==> src/rtl/alu_nzcv_pkg.sv <==
package alu_nzcv_pkg;

    typedef enum logic [3:0] {
        OP_ADD = 4'd0,
        OP_ADC = 4'd1,
        OP_SUB = 4'd2,
        OP_SBC = 4'd3,
        OP_RSB = 4'd4,
        OP_MOV = 4'd5,
        OP_MVN = 4'd6,
        OP_CMP = 4'd7,
        OP_CMN = 4'd8
    } alu_op_e;

    typedef struct packed {
        logic n;
        logic z;
        logic c;
        logic v;
    } nzcv_t;

    localparam int STAT_W = 32;

    function automatic logic op_is_compare(input logic [3:0] op);
        return (op == OP_CMP) || (op == OP_CMN);
    endfunction

    function automatic logic op_is_move(input logic [3:0] op);
        return (op == OP_MOV) || (op == OP_MVN);
    endfunction

    function automatic logic op_is_arith(input logic [3:0] op);
        return (op <= OP_RSB) || op_is_compare(op);
    endfunction

endpackage

==> src/rtl/alu_operand_sel.sv <==
module alu_operand_sel #(
    parameter int WIDTH = 32,
    parameter int IMM_W = 12
) (
    input  logic [WIDTH-1:0] reg_b_i,
    input  logic [IMM_W-1:0] imm_i,
    input  logic             use_imm_i,
    output logic [WIDTH-1:0] op2_o
);
    localparam int PAD_W = WIDTH - IMM_W;

    logic [WIDTH-1:0] imm_ext;

    generate
        if (PAD_W > 0) begin : g_pad
            assign imm_ext = {{PAD_W{1'b0}}, imm_i};
        end else begin : g_trunc
            assign imm_ext = imm_i[WIDTH-1:0];
        end
    endgenerate

    assign op2_o = use_imm_i ? imm_ext : reg_b_i;

endmodule

==> src/rtl/alu_addsub.sv <==
module alu_addsub
    import alu_nzcv_pkg::*;
#(
    parameter int WIDTH = 32
) (
    input  logic [3:0]       op_i,
    input  logic [WIDTH-1:0] op1_i,
    input  logic [WIDTH-1:0] op2_i,
    input  logic             c_in_i,
    output logic [WIDTH-1:0] sum_o,
    output logic             carry_o,
    output logic             ovf_o
);
    localparam int MSB = WIDTH - 1;

    logic [WIDTH-1:0] add_a, add_b;
    logic             add_cin;
    logic [WIDTH:0]   add_full;

    always_comb begin
        add_a   = op1_i;
        add_b   = op2_i;
        add_cin = 1'b0;
        case (op_i)
            OP_ADC: add_cin = c_in_i;
            OP_SUB, OP_CMP: begin
                add_b   = ~op2_i;
                add_cin = 1'b1;
            end
            OP_SBC: begin
                add_b   = ~op2_i;
                add_cin = c_in_i;
            end
            OP_RSB: begin
                add_a   = op2_i;
                add_b   = ~op1_i;
                add_cin = 1'b1;
            end
            default: ;
        endcase
        add_full = {1'b0, add_a} + {1'b0, add_b} + {{WIDTH{1'b0}}, add_cin};
    end

    assign sum_o   = add_full[WIDTH-1:0];
    assign carry_o = add_full[WIDTH];
    assign ovf_o   = (add_a[MSB] == add_b[MSB]) && (add_full[MSB] != add_a[MSB]);

endmodule

==> src/rtl/alu_flag_next.sv <==
module alu_flag_next
    import alu_nzcv_pkg::*;
#(
    parameter int WIDTH = 32
) (
    input  logic [3:0]       op_i,
    input  logic             valid_i,
    input  logic             set_flags_i,
    input  nzcv_t            flags_i,
    input  logic [WIDTH-1:0] sum_i,
    input  logic             carry_i,
    input  logic             ovf_i,
    input  logic [WIDTH-1:0] op2_i,
    output logic [WIDTH-1:0] result_o,
    output logic             wr_en_o,
    output nzcv_t            flags_o
);
    logic is_cmp, is_mov, is_arith, upd;

    always_comb begin
        is_cmp   = op_is_compare(op_i);
        is_mov   = op_is_move(op_i);
        is_arith = op_is_arith(op_i);

        if (is_mov) begin
            result_o = (op_i == OP_MVN) ? ~op2_i : op2_i;
        end else begin
            result_o = sum_i;
        end

        wr_en_o = valid_i && ((is_arith && !is_cmp) || is_mov);
        upd     = valid_i && (is_cmp || (set_flags_i && (is_arith || is_mov)));

        flags_o = flags_i;
        if (upd) begin
            flags_o.n = result_o[WIDTH-1];
            flags_o.z = (result_o == '0);
            if (!is_mov) begin
                flags_o.c = carry_i;
                flags_o.v = ovf_i;
            end
        end
    end

endmodule

==> src/rtl/alu_nzcv_top.sv <==
module alu_nzcv_top
    import alu_nzcv_pkg::*;
#(
    parameter int WIDTH = 32,
    parameter int IMM_W = 12
) (
    input  logic              clk,
    input  logic              rst_n,
    input  logic              op_valid_i,
    input  logic [3:0]        op_i,
    input  logic              set_flags_i,
    input  logic [3:0]        flags_i,
    input  logic [WIDTH-1:0]  reg_a_i,
    input  logic [WIDTH-1:0]  reg_b_i,
    input  logic [IMM_W-1:0]  imm_i,
    input  logic              use_imm_i,
    output logic [WIDTH-1:0]  result_o,
    output logic              wr_en_o,
    output logic [STAT_W-1:0] status_o
);
    localparam int RSV_W = STAT_W - 4;

    typedef struct packed {
        logic [WIDTH-1:0] result;
        logic             wr_en;
        nzcv_t            flags;
    } alu_state_t;

    alu_state_t       state_d, state_q;
    logic [WIDTH-1:0] op2_w, sum_w, res_w;
    logic             carry_w, ovf_w, wr_w;
    nzcv_t            flags_in_w, flags_nx_w;

    assign flags_in_w = nzcv_t'(flags_i);

    alu_operand_sel #(.WIDTH(WIDTH), .IMM_W(IMM_W)) u_opsel (
        .reg_b_i   (reg_b_i),
        .imm_i     (imm_i),
        .use_imm_i (use_imm_i),
        .op2_o     (op2_w)
    );

    alu_addsub #(.WIDTH(WIDTH)) u_addsub (
        .op_i    (op_i),
        .op1_i   (reg_a_i),
        .op2_i   (op2_w),
        .c_in_i  (flags_in_w.c),
        .sum_o   (sum_w),
        .carry_o (carry_w),
        .ovf_o   (ovf_w)
    );

    alu_flag_next #(.WIDTH(WIDTH)) u_flags (
        .op_i        (op_i),
        .valid_i     (op_valid_i),
        .set_flags_i (set_flags_i),
        .flags_i     (flags_in_w),
        .sum_i       (sum_w),
        .carry_i     (carry_w),
        .ovf_i       (ovf_w),
        .op2_i       (op2_w),
        .result_o    (res_w),
        .wr_en_o     (wr_w),
        .flags_o     (flags_nx_w)
    );

    always_comb begin
        state_d.result = res_w;
        state_d.wr_en  = wr_w;
        state_d.flags  = flags_nx_w;
    end

    always_ff @(posedge clk) begin
        if (!rst_n) begin
            state_q <= '0;
        end else begin
            state_q <= state_d;
        end
    end

    assign result_o = state_q.result;
    assign wr_en_o  = state_q.wr_en;
    assign status_o = {state_q.flags, {RSV_W{1'b0}}};

    // compares never write a destination
    a_r4_cmp_no_write: assert property (@(posedge clk) disable iff (!rst_n)
        (op_valid_i && (op_i == 4'd7 || op_i == 4'd8)) |=> !wr_en_o);

    // non-compare ops without set-flags pass flags through
    a_r5_flags_hold: assert property (@(posedge clk) disable iff (!rst_n)
        (op_valid_i && !set_flags_i && op_i <= 4'd6) |=> (status_o[31:28] == $past(flags_i)));

    // N and Z follow the registered result when flags are set
    a_r6_nz_track: assert property (@(posedge clk) disable iff (!rst_n)
        (op_valid_i && set_flags_i && op_i <= 4'd6) |=>
        (status_o[31] == result_o[WIDTH-1]) && (status_o[30] == (result_o == '0)));

    // flag-setting copies keep C and V
    a_r8_move_keeps_cv: assert property (@(posedge clk) disable iff (!rst_n)
        (op_valid_i && set_flags_i && (op_i == 4'd5 || op_i == 4'd6)) |=>
        (status_o[29:28] == $past(flags_i[1:0])));

    // reserved status bits stay zero
    a_r9_reserved_zero: assert property (@(posedge clk) disable iff (!rst_n)
        status_o[27:0] == '0);

    // idle slot or unused opcode writes nothing and keeps flags
    a_r10_idle: assert property (@(posedge clk) disable iff (!rst_n)
        (!op_valid_i || op_i > 4'd8) |=> (!wr_en_o && status_o[31:28] == $past(flags_i)));

endmodule

==> config.mk <==
export PLATFORM = sky130hd
export DESIGN_NAME = alu_nzcv_top
export DESIGN_NICKNAME = d
export VERILOG_FILES = /design/src/rtl/alu_nzcv_pkg.sv /design/src/rtl/alu_operand_sel.sv /design/src/rtl/alu_addsub.sv /design/src/rtl/alu_flag_next.sv /design/src/rtl/alu_nzcv_top.sv
export SDC_FILE = /design/constraint.sdc
export NUM_CORES = 1
export LEC_CHECK = 0
export ABC_CLOCK_PERIOD_IN_PS = 5210
export BUFFER_PORTS_ARGS = -buffer_cell sky130_fd_sc_hd__buf_2
export CORE_MARGIN = 5
export CORE_UTILIZATION = 49
export DETAILED_ROUTE_END_ITERATION = 8
export GPL_TIMING_DRIVEN = 0
export PLACE_DENSITY = 0.84
export SLEW_MARGIN = 40
export SYNTH_ARGS = -nofsm -noshare
export SYNTH_HDL_FRONTEND = slang
export SYNTH_SLANG_ARGS = --single-unit
==> constraint.sdc <==
create_clock -name clk -period 5.21 [get_ports clk]
set_clock_uncertainty 0.2 [all_clocks]
set_input_delay 1.042 -clock clk [delete_from_list [all_inputs] [get_ports clk]]
set_output_delay 1.042 -clock clk [all_outputs]
set_load 0.01 [all_outputs]
==> metrics.txt <==
Worst EP arrival=5.07 ns; IO Port Bufs=121; Max VDD drop=0.000195 V; DRC=0; Wirelength per Cell=18.0 um; crit-path max FO=10; via count=6279; boundary pin count=154; initial antenna violation count=0; Critical Path RT=5.22 ns; Final Setup Violations=0; synthesized area=5300 sq um; clock tree buffer depth=2; Routed WL=18700 um; nets@finish=1022; endpoint class of the critical path=register; vias in the first global route=5690; ANT cells=0; area leader, netlist=dfxtp_1; synth-to-layout area growth=23.2%; proportion of power drawn by combinational gates=0.615; async set-reset flop share out of synthesis=0; DRT iter0 DRCs=791; pins over their slew limit=0; TritonCTS Buffers=5; first-pass GRT wire length=28900 um; Leak=2.88 nW; post-synthesis sequential area ratio=0.140; type of the worst min-delay path=primary input to register; Yosys top cell area share=0.140; met2 wire length=7870 um; DIE HEIGHT=114 um; NetSw=0.678 mW; clock network fraction of design power=0.163; Rel. slew slack=0.458; placeable core area=10700 sq um; Worst Tran Pin Value=0.810 ns; Die Width=114 um; Synth Area per Inst=7.07 sq um; CP Launch Type=primary input; cts-stage hold buffer count=0; Hold Vio Cnt, Final=0; Final ANT Viol Nets=0; Clock transition at path regs=0.07 ns; die area=13000 sq um; Final period util=0.972; Post-Syn Instances=750; Sw Ratio=0.437; final core occ=0.610; Synth cell types=71; CTS tree=built; Initial Utilization=0.495; clock root buffer=clkbuf_8; Pwr Total=1.55 mW; status=finished, final reports clean; Fillers=1027; Sink Count=37; H-Tree Depth=2; final RePlAce weighted congestion=1.02; P per Cell Area=238 nW/um^2; YS warnings=0; share of power burned in registers=0.222; layout cells sized above 1=0.250; ys flop type=dfxtp_1; largest net degree at the start of global routing=20; hpwl dp=15300 um; maximum clock rate=198 MHz; Post-synth EDFFs=0; met3 WL=2310 um; Avg Vias per Cell=6.03; Yosys reg bits=37; Area contributors post-synth=dfxtp_1 (14%), ha_1 (7.3%), nand2_1 (6.8%); total iterations of the first detailed-routing run=5; total grt overflow=0; crit path kind=primary input to register; internal cell power=0.872 mW; # rows=38; Max-Cap Viols=0; M1 wire length=8130 um; GRT Resource Usage Total=0.275; uppermost layer routed=met4; min Tclk post-route=5.06 ns
-- metrics by stage --
step | setup TNS [ns] | hold WS, ns | setup slack, ns | std cells | cell area (sq um)
final | 0 | 0.772 | 0.148 | 1041 | 6530
after global placement | -19.08 | 1.05 | -1.33 | 1038 | 6190
after CTS | 0 | 0.756 | 0.00624 | 1042 | 6380
after floorplan | 0 | 0.964 | 0.0316 | 777 | 5410
after detailed placement | -20.52 | 1.05 | -1.36 | 1038 | 6190
after global routing | -0.00120 | 0.788 | -0.00120 | 1041 | 6530
-- cell type report --
class                      count  area (sq um)  share of cell area
clock buffer                   6          82.6              0.0127
tap                          140           175              0.0268
inverter                      12          45.0             0.00690
buffer                        69           427              0.0654
sequential                    37           741               0.113
timing repair buffer         126           643              0.0985
multi-input combinational    649          4380               0.670
clock inverter                 2          37.5             0.00575
-- worst max-delay path: stages --
cell,delay (ns)
clkbuf_4,0.20
nand2b_4,0.09
buf_2,0.19
nor3_4,0.27
or2_4,0.22
clkbuf_4,0.21
o221ai_1,0.16
ha_2,0.45
nand2_1,0.16
nor4_4,0.35
o211ai_1,0.21
nand4b_1,0.21
a31oi_1,0.20
a221oi_1,0.32
o41ai_1,0.18
nor4_2,0.33
nand4b_1,0.17
o22ai_2,0.10
-- cells in the final DEF (no fill, tap or decap), types with 4 or more instances in the layout --
| cell | n |
|---|---|
| buf_2 | 126 |
| nand2_1 | 95 |
| o21ai_0 | 67 |
| nor2_1 | 53 |
| a21oi_1 | 40 |
| xnor2_1 | 40 |
| dfxtp_1 | 37 |
| buf_4 | 34 |
| o221ai_1 | 28 |
| conb_1 | 28 |
| ha_1 | 22 |
| nand2b_1 | 21 |
| clkbuf_1 | 20 |
| mux2i_1 | 17 |
| a211oi_1 | 16 |
| and2_1 | 15 |
| nor3_1 | 13 |
| inv_1 | 11 |
| xor2_1 | 11 |
| or3_1 | 11 |
| a31oi_1 | 11 |
| o211ai_1 | 10 |
| and3_1 | 10 |
| nand4_1 | 9 |
| a21o_1 | 8 |
| o21a_1 | 8 |
| clkbuf_4 | 7 |
| nand3_1 | 7 |
| clkbuf_8 | 6 |
| nor2b_1 | 5 |
| a211oi_2 | 5 |
| ha_2 | 5 |
| and4_1 | 4 |
| o22ai_1 | 4 |
| a311oi_1 | 4 |
| o21ai_1 | 4 |
| ha_4 | 4 |
-- timing repair --
| item | CTS | global route |
|---|---|---|
| gates resized for setup | 25 | 40 |
| setup endpoints to repair | 26 | 9 |
| buffers inserted | 3 | 2 |
| pin swaps | 3 | 10 |
-- final timing paths --
kind	from	endpoint	cells after the start
min	op_i[3]	wr_en_o$_SDFF_PN0_	2
max	op_i[2]	status_o[30]$_SDFF_PN0_	18
-- sequential cells by signal, indices dropped and copies added (netlist names) --
name and flops:
status_o 4, wr_en_o 1, result_o 32
-- synth_stat cells, types with 12 or more instances --
cell type / number
a211oi_1: 20
a21oi_1: 42
a31oi_1: 12
and2_1: 15
buf_4: 28
clkbuf_1: 41
dfxtp_1: 37
ha_1: 31
inv_1: 12
mux2i_1: 17
nand2_1: 96
nand2b_1: 22
nor2_1: 54
nor3_1: 14
o21ai_0: 68
o221ai_1: 28
xnor2_1: 40
-- power groups by stage --
stage / Sequential, mW / Combinational, mW / Clock, mW
5_1_grt: 0.349 / 1.03 / 0.272
6_report: 0.343 / 0.954 / 0.253
2_1_floorplan: 0.379 / 0.593 / 0
3_3_place_gp: 0.349 / 0.870 / 0
4_1_cts: 0.344 / 0.891 / 0.257
3_5_place_dp: 0.351 / 0.875 / 0
-- layer usage --
metal | vias up | global-route usage
met3 | 40 | 0.0536
li1 | 3016 | -
met1 | 2845 | 0.406
met4 | 0 | 0.0697
met2 | 378 | 0.408
met5 | - | 0
-- cells by family (layout without fill, tap and decap cells) --
family                     count (synthesis)  after routing  share of synthesized area
DFF                                       37             37                      0.140
other                                      1             28                   0.000708
muxes                                     20             20                     0.0385
and+or+nand+nor                          267            267                      0.250
xor gates and xnor gates                  51             51                     0.0843
adders and majority gates                 33             33                     0.0808
buffers and inverters                     91            215                     0.0895
AOI/OAI and AO/OA                        250            250                      0.317
No activity file was read; power rests on OpenSTA's default activity.
